[src/rtl/spt_pkg.sv]
package spt_pkg;
  typedef enum logic [1:0] {
    TM_OFF  = 2'b00,
    TM_UP   = 2'b01,
    TM_QUAD = 2'b10,
    TM_RSVD = 2'b11
  } tmr_mode_e;

  localparam int unsigned ADDR_W = 3;
  localparam logic [ADDR_W-1:0] A_COUNT    = 3'd0;
  localparam logic [ADDR_W-1:0] A_ACTIVE   = 3'd1;
  localparam logic [ADDR_W-1:0] A_PEND_CLR = 3'd2;
  localparam logic [ADDR_W-1:0] A_PEND_KEEP = 3'd3;
endpackage

[src/rtl/spt_reset_sync.sv]
module spt_reset_sync #(
  parameter int unsigned STAGES = 2
) (
  input  logic clk,
  input  logic rst_n,
  output logic rst_sync_n
);
  logic [STAGES-1:0] sync_q;

  always_ff @(posedge clk or negedge rst_n) begin
    if (!rst_n) sync_q <= '0;
    else        sync_q <= {sync_q[STAGES-2:0], 1'b1};
  end

  assign rst_sync_n = sync_q[STAGES-1];
endmodule

[src/rtl/spt_count_core.sv]
module spt_count_core
  import spt_pkg::*;
#(
  parameter int unsigned CNT_W = 24
) (
  input  logic             clk,
  input  logic             rst_n,
  input  tmr_mode_e        mode_i,
  input  logic [CNT_W-1:0] active_i,
  input  logic [CNT_W-1:0] pend_i,
  input  logic             cnt_wr_i,
  input  logic [CNT_W-1:0] cnt_wdata_i,
  input  logic             up_i,
  input  logic             dn_i,
  input  logic             idx_i,
  output logic [CNT_W-1:0] count_o,
  output logic             wrap_o
);
  localparam logic [CNT_W-1:0] ONE = {{(CNT_W-1){1'b0}}, 1'b1};

  logic [CNT_W-1:0] cnt_q, cnt_d;
  logic             cnt_en;

  assign wrap_o = (mode_i == TM_UP) && (cnt_q == active_i);

  always_comb begin
    cnt_d  = cnt_q;
    cnt_en = 1'b1;
    unique case (mode_i)
      TM_UP: begin
        cnt_d = wrap_o ? '0 : cnt_q + ONE;
      end
      TM_QUAD: begin
        cnt_en = cnt_wr_i | idx_i | (up_i ^ dn_i);
        if (cnt_wr_i)           cnt_d = cnt_wdata_i;
        else if (idx_i)         cnt_d = pend_i;
        else if (up_i && !dn_i) cnt_d = cnt_q + ONE;
        else if (dn_i && !up_i) cnt_d = cnt_q - ONE;
        else                    cnt_d = cnt_q;
      end
      default: begin
        cnt_d = '0;
      end
    endcase
  end

  always_ff @(posedge clk or negedge rst_n) begin
    if (!rst_n)      cnt_q <= '0;
    else if (cnt_en) cnt_q <= cnt_d;
  end

  assign count_o = cnt_q;

  assert_off_holds_zero_R5: assert property (@(posedge clk) disable iff (!rst_n)
    (mode_i == TM_OFF) |=> (cnt_q == '0));

  assert_wrap_to_zero_R2: assert property (@(posedge clk) disable iff (!rst_n)
    ((mode_i == TM_UP) && (cnt_q == active_i)) |=> (cnt_q == '0));

  assert_step_cancel_R7: assert property (@(posedge clk) disable iff (!rst_n)
    ((mode_i == TM_QUAD) && up_i && dn_i && !idx_i && !cnt_wr_i) |=> $stable(cnt_q));

  assert_index_load_R8: assert property (@(posedge clk) disable iff (!rst_n)
    ((mode_i == TM_QUAD) && idx_i && !cnt_wr_i) |=> (cnt_q == $past(pend_i)));
endmodule

[src/rtl/spt_period_shadow.sv]
module spt_period_shadow
  import spt_pkg::*;
#(
  parameter int unsigned CNT_W = 24
) (
  input  logic             clk,
  input  logic             rst_n,
  input  tmr_mode_e        mode_i,
  input  logic             wrap_i,
  input  logic             act_wr_i,
  input  logic             pend_wr_i,
  input  logic [CNT_W-1:0] wdata_i,
  output logic [CNT_W-1:0] active_o,
  output logic [CNT_W-1:0] pend_o
);
  logic [CNT_W-1:0] act_q, act_d, pend_q;
  logic             act_en;

  always_comb begin
    act_en = act_wr_i | wrap_i;
    act_d  = act_wr_i ? wdata_i : pend_q;
  end

  always_ff @(posedge clk or negedge rst_n) begin
    if (!rst_n)      act_q <= '0;
    else if (act_en) act_q <= act_d;
  end

  always_ff @(posedge clk or negedge rst_n) begin
    if (!rst_n)         pend_q <= '0;
    else if (pend_wr_i) pend_q <= wdata_i;
  end

  assign active_o = act_q;
  assign pend_o   = pend_q;

  assert_copy_at_wrap_R4: assert property (@(posedge clk) disable iff (!rst_n)
    (wrap_i && !act_wr_i) |=> (act_q == $past(pend_q)));

  assert_no_copy_quad_R9: assert property (@(posedge clk) disable iff (!rst_n)
    ((mode_i == TM_QUAD) && !act_wr_i) |=> $stable(act_q));

  assert_no_copy_off_R5: assert property (@(posedge clk) disable iff (!rst_n)
    ((mode_i == TM_OFF) && !act_wr_i) |=> $stable(act_q));
endmodule

[src/rtl/spt_flag_unit.sv]
module spt_flag_unit (
  input  logic clk,
  input  logic rst_n,
  input  logic set_i,
  input  logic clr_i,
  output logic flag_o
);
  logic flag_q, flag_d;

  always_comb flag_d = set_i | (flag_q & ~clr_i);

  always_ff @(posedge clk or negedge rst_n) begin
    if (!rst_n) flag_q <= 1'b0;
    else        flag_q <= flag_d;
  end

  assign flag_o = flag_q;

  assert_set_wins_R3: assert property (@(posedge clk) disable iff (!rst_n)
    set_i |=> flag_q);

  assert_clear_R6: assert property (@(posedge clk) disable iff (!rst_n)
    (clr_i && !set_i) |=> !flag_q);
endmodule

[src/rtl/shadow_period_timer.sv]
module shadow_period_timer
  import spt_pkg::*;
#(
  parameter int unsigned CNT_W = 24
) (
  input  logic             clk,
  input  logic             rst_n,
  input  logic [1:0]       mode_i,
  input  logic             reg_wr_i,
  input  logic             reg_rd_i,
  input  logic [2:0]       reg_addr_i,
  input  logic [CNT_W-1:0] reg_wdata_i,
  output logic [CNT_W-1:0] reg_rdata_o,
  input  logic             step_up_i,
  input  logic             step_dn_i,
  input  logic             index_i,
  output logic [CNT_W-1:0] count_o,
  output logic             tgt_flag_o,
  output logic             zero_o
);
  logic             rst_int_n;
  tmr_mode_e        mode;
  logic [CNT_W-1:0] active, pending, count;
  logic             wrap, act_wr, pend_wr, cnt_wr, flag_clr;

  assign mode = tmr_mode_e'(mode_i);

  spt_reset_sync #(.STAGES(2)) u_rst (
    .clk(clk), .rst_n(rst_n), .rst_sync_n(rst_int_n)
  );

  always_comb begin
    act_wr   = reg_wr_i && (reg_addr_i == A_ACTIVE);
    pend_wr  = reg_wr_i && ((reg_addr_i == A_PEND_CLR) || (reg_addr_i == A_PEND_KEEP));
    cnt_wr   = reg_wr_i && (reg_addr_i == A_COUNT) && (mode == TM_QUAD);
    flag_clr = (reg_wr_i || reg_rd_i) && (reg_addr_i == A_PEND_CLR);
  end

  spt_count_core #(.CNT_W(CNT_W)) u_core (
    .clk(clk), .rst_n(rst_int_n), .mode_i(mode),
    .active_i(active), .pend_i(pending),
    .cnt_wr_i(cnt_wr), .cnt_wdata_i(reg_wdata_i),
    .up_i(step_up_i), .dn_i(step_dn_i), .idx_i(index_i),
    .count_o(count), .wrap_o(wrap)
  );

  spt_period_shadow #(.CNT_W(CNT_W)) u_shadow (
    .clk(clk), .rst_n(rst_int_n), .mode_i(mode), .wrap_i(wrap),
    .act_wr_i(act_wr), .pend_wr_i(pend_wr), .wdata_i(reg_wdata_i),
    .active_o(active), .pend_o(pending)
  );

  spt_flag_unit u_flag (
    .clk(clk), .rst_n(rst_int_n), .set_i(wrap), .clr_i(flag_clr),
    .flag_o(tgt_flag_o)
  );

  always_comb begin
    unique case (reg_addr_i)
      A_COUNT:                 reg_rdata_o = count;
      A_ACTIVE:                reg_rdata_o = active;
      A_PEND_CLR, A_PEND_KEEP: reg_rdata_o = pending;
      default:                 reg_rdata_o = '0;
    endcase
  end

  assign count_o = count;
  assign zero_o  = (count == '0);

  assert_ignored_count_write_R10: assert property (@(posedge clk) disable iff (!rst_int_n)
    ((mode == TM_UP) && reg_wr_i && (reg_addr_i == A_COUNT) && (count != active))
      |=> (count == $past(count) + 1'b1));
endmodule

[config.mk]
export PLATFORM = sky130hd
export DESIGN_NAME = shadow_period_timer
export DESIGN_NICKNAME = d
export VERILOG_FILES = /design/src/rtl/spt_pkg.sv /design/src/rtl/spt_reset_sync.sv /design/src/rtl/spt_count_core.sv /design/src/rtl/spt_period_shadow.sv /design/src/rtl/spt_flag_unit.sv /design/src/rtl/shadow_period_timer.sv
export SDC_FILE = /design/constraint.sdc
export NUM_CORES = 1
export LEC_CHECK = 0
export BUFFER_PORTS_ARGS = -buffer_cell sky130_fd_sc_hd__buf_2
export CAP_MARGIN = 20
export CORE_UTILIZATION = 45
export DETAILED_ROUTE_END_ITERATION = 8
export PLACE_DENSITY_LB_ADDON = 0.08
export SKIP_CTS_REPAIR_TIMING = 1
export SYNTH_ARGS = -nofsm -noshare
export SYNTH_HDL_FRONTEND = slang
export SYNTH_SLANG_ARGS = --single-unit
[constraint.sdc]
create_clock -name clk -period 5.4 [get_ports clk]
set_input_delay 0.81 -clock clk [delete_from_list [all_inputs] [get_ports clk]]
set_output_delay 0.81 -clock clk [all_outputs]
set_load 0.02 [all_outputs]
==> metrics.yaml <==
utilization_pct: 53.6
grt_usage_pct: 31.2
grt_pass1_wl_um: 31400
cts.sinks: 75
fin_crit_ns: 3.41
layout.nets: 818
hpwl_um: 13600
synth_area_mm2: 0.00591
synth_commonest_cells: "nor2_1 (91), dfrtp_1 (75), nand2_1 (63)"
synth.area.top_cells: "dfrtp_1 (32%), mux2i_1 (8.5%), nor2_1 (5.8%)"
fin_skew_ns: 0.00620
ir_worst_vdd_v: 0.000197
final_hold_viol_count: 0
status: "complete, no violations"
synth_flop_cell: "dfrtp_1"
period_share_pct: 63.1
synth_top_area_share_pct: 31.7
r2r-start: "u_core.count_o[17]"
viasPerCell: 6.22
syn-mean-instance-area_um2: 8.13
cts_tree: "built"
clockBufferDepth: 2
finalWirelength_um: 20400
clk_pin_slew_worst_paths_ns: 0.06
fill_cells: 1267
drc: 0
die_x_um: 117
timing.fmax_mhz: 293
p_leak_nw: 3.25
worst_slew_pin_slew_ns: 0.929
drv_cap: 0
p_per_area_mw_per_mm2: 317
yosysTopAreaCell: "dfrtp_1"
yosysMostFrequentCell: "nor2_1"
grt_max_degree: 74
drt_pass1_iterations: 5
synthDistinctLibCells: 66
gp_congestion: 0.923
worst-path-buf-inv: 1
dieArea_mm2: 0.0136
antenna_found_initial: 0
path_class: "reg -> out"
die_h_um: 117
start_util_pct: 46.5
rrSetupSlack_ns: 2.21
worst-path-max-fanout: 11
worstPathRequired_ns: 4.59
ant_nets: 0
rsz0062_at_grt: "no"
cp_cell_sequence: "or4_4, or4_1, nor4_1, buf_2"
crit_family: "simple AND/OR/NAND/NOR gates"
r2r_end: "u_core.count_o[21]"
clk_latency_ns: 0.35
diodes: 0
yosysWarnings: 0
grt_pass1_vias: 5594
synth-edff-count: 0
tns_ns: 0
via_count: 5919
num_rows: 41
synthToLayoutAreaGrowth_pct: 15.3
rr_worst_depth: 8
cts_max_level: 3
slew_viol_final: 0
port_buffers: 85
routedWlPerCell_um: 21.4
drt_iter0_markers: 412
setup_violations: 0
syn_nets: 770
critPathCaptureType: "output port"
hold_path.class: "in -> async"
ios: 86
cp_slowest_stage_delay_ns: 0.62
relSlewSlack_pct: 37.9
synthArstFlopShare_pct: 100
drive_gt1_share_pct: 20.0
arrival_ns: 2.60
ys_ff_latch: 75
ys_seq_area_share_pct: 31.7
startpoint_type: "flop"
grt-ovfl-total: 0
critPathSlowestCell: "or4_4"
coreArea_mm2: 0.0127
root_buffer: "clkbuf_16"
cts_buffers: 9
syn_inst: 727
==> layout by cell type, fill, tap and decap left out, types with 3 or more instances in the layout <==
cell,Yosys,final
nor3_1,15,15
inv_1,10,10
mux2_2,24,24
xnor2_1,27,27
clkbuf_16,0,9
ha_1,7,7
o211ai_1,9,9
and3_1,13,13
a221o_1,4,4
a21o_1,4,4
bufinv_16,0,3
a211oi_1,5,5
or3_1,6,6
nand2_1,63,63
a31oi_1,5,5
nand4_1,10,10
o21ai_0,52,52
o21ai_1,7,7
buf_2,4,86
nor2b_1,4,4
mux2i_1,50,50
dfrtp_1,75,74
clkbuf_8,0,3
buf_4,2,15
a211o_1,9,9
or4_1,4,4
nor4_1,18,18
nor2_1,91,91
o32ai_1,4,4
a2111oi_0,5,5
xor2_1,24,24
nand3_1,19,19
o41ai_1,4,4
a21oi_1,49,49
==> stage by stage <==
stage	area [µm²]	cells	hold WS, ns	setup slack (ns)	power [mW]
6_report	6820	952	0.231	1.99	2.16
5_1_grt	6820	952	0.226	1.91	2.27
4_1_cts	6780	950	0.225	1.97	2.16
3_5_place_dp	6410	934	0.342	1.93	1.42
3_3_place_gp	6410	933	0.339	1.53	1.41
2_1_floorplan	5910	727	0.331	2.29	1.22
==> worst max path at each step <==
stage,startpoint,end,slack (ns),depth (start not counted)
floorplan,u_core.count_o[18],zero_o,2.29,4
global placement,reg_addr_i[2],u_core.count_o[11],1.53,8
detailed placement,step_dn_i,u_core.count_o[13],1.93,12
CTS,u_core.count_o[18],zero_o,1.97,4
global route,u_core.count_o[2],zero_o,1.91,4
finish,u_core.count_o[18],zero_o,1.99,4
==> worst reg2reg max path: stages (launching register included) <==
cell,delay [ns]
dfrtp_1,0.54
xnor2_1,0.36
nand4_1,0.28
nor4_1,0.34
nand4_1,0.15
buf_4,0.25
nand3_1,0.68
nor4_1,0.15
a211o_1,0.32
==> registers in the layout, summed over array words and instances, names as in the netlist <==
| register | count |
|---|---|
| u_shadow.pend_o | 24 |
| u_rst.sync_q | 2 |
| u_shadow.active_o | 24 |
| u_flag.flag_o | 1 |
| u_core.count_o | 24 |
==> power by group <==
part / leakage [nW] / total (mW) / switching [mW] / internal [mW]
clock: 0.179 / 0.741 / 0.253 / 0.489
combinational: 2.12 / 0.656 / 0.381 / 0.275
sequential: 0.953 / 0.766 / 0.123 / 0.643
total: 3.25 / 2.16 / 0.757 / 1.41
==> cell type report <==
type / count / area (µm²) / share of cell area [%]
clock buffers: 12 / 267 / 3.91
clock inverters: 4 / 95.1 / 1.40
inverters: 10 / 37.5 / 0.551
multi-input cells: 576 / 3740 / 54.9
flip-flops and latches: 75 / 1880 / 27.6
well taps: 172 / 215 / 3.16
repair buffers: 103 / 582 / 8.54
==> metal layers <==
layer / up-vias / wire length [µm] / track usage [%]
li1: 2734 / - / -
met1: 2871 / 9010 / 41.7
met2: 271 / 9250 / 49.5
met3: 43 / 1560 / 5.35
met4: 0 / 600 / 13.8
met5: - / 0 / 0
==> cells by family after synthesis <==
group,share of synthesized area (%)
simple gates,21.2
xor+xnor,7.55
fa+ha+maj,1.48
compound gates,19.5
mux,13.0
buf+inv,5.42
other cells,0.0634
flops,31.7
No activity file was read; power rests on OpenSTA's default activity.
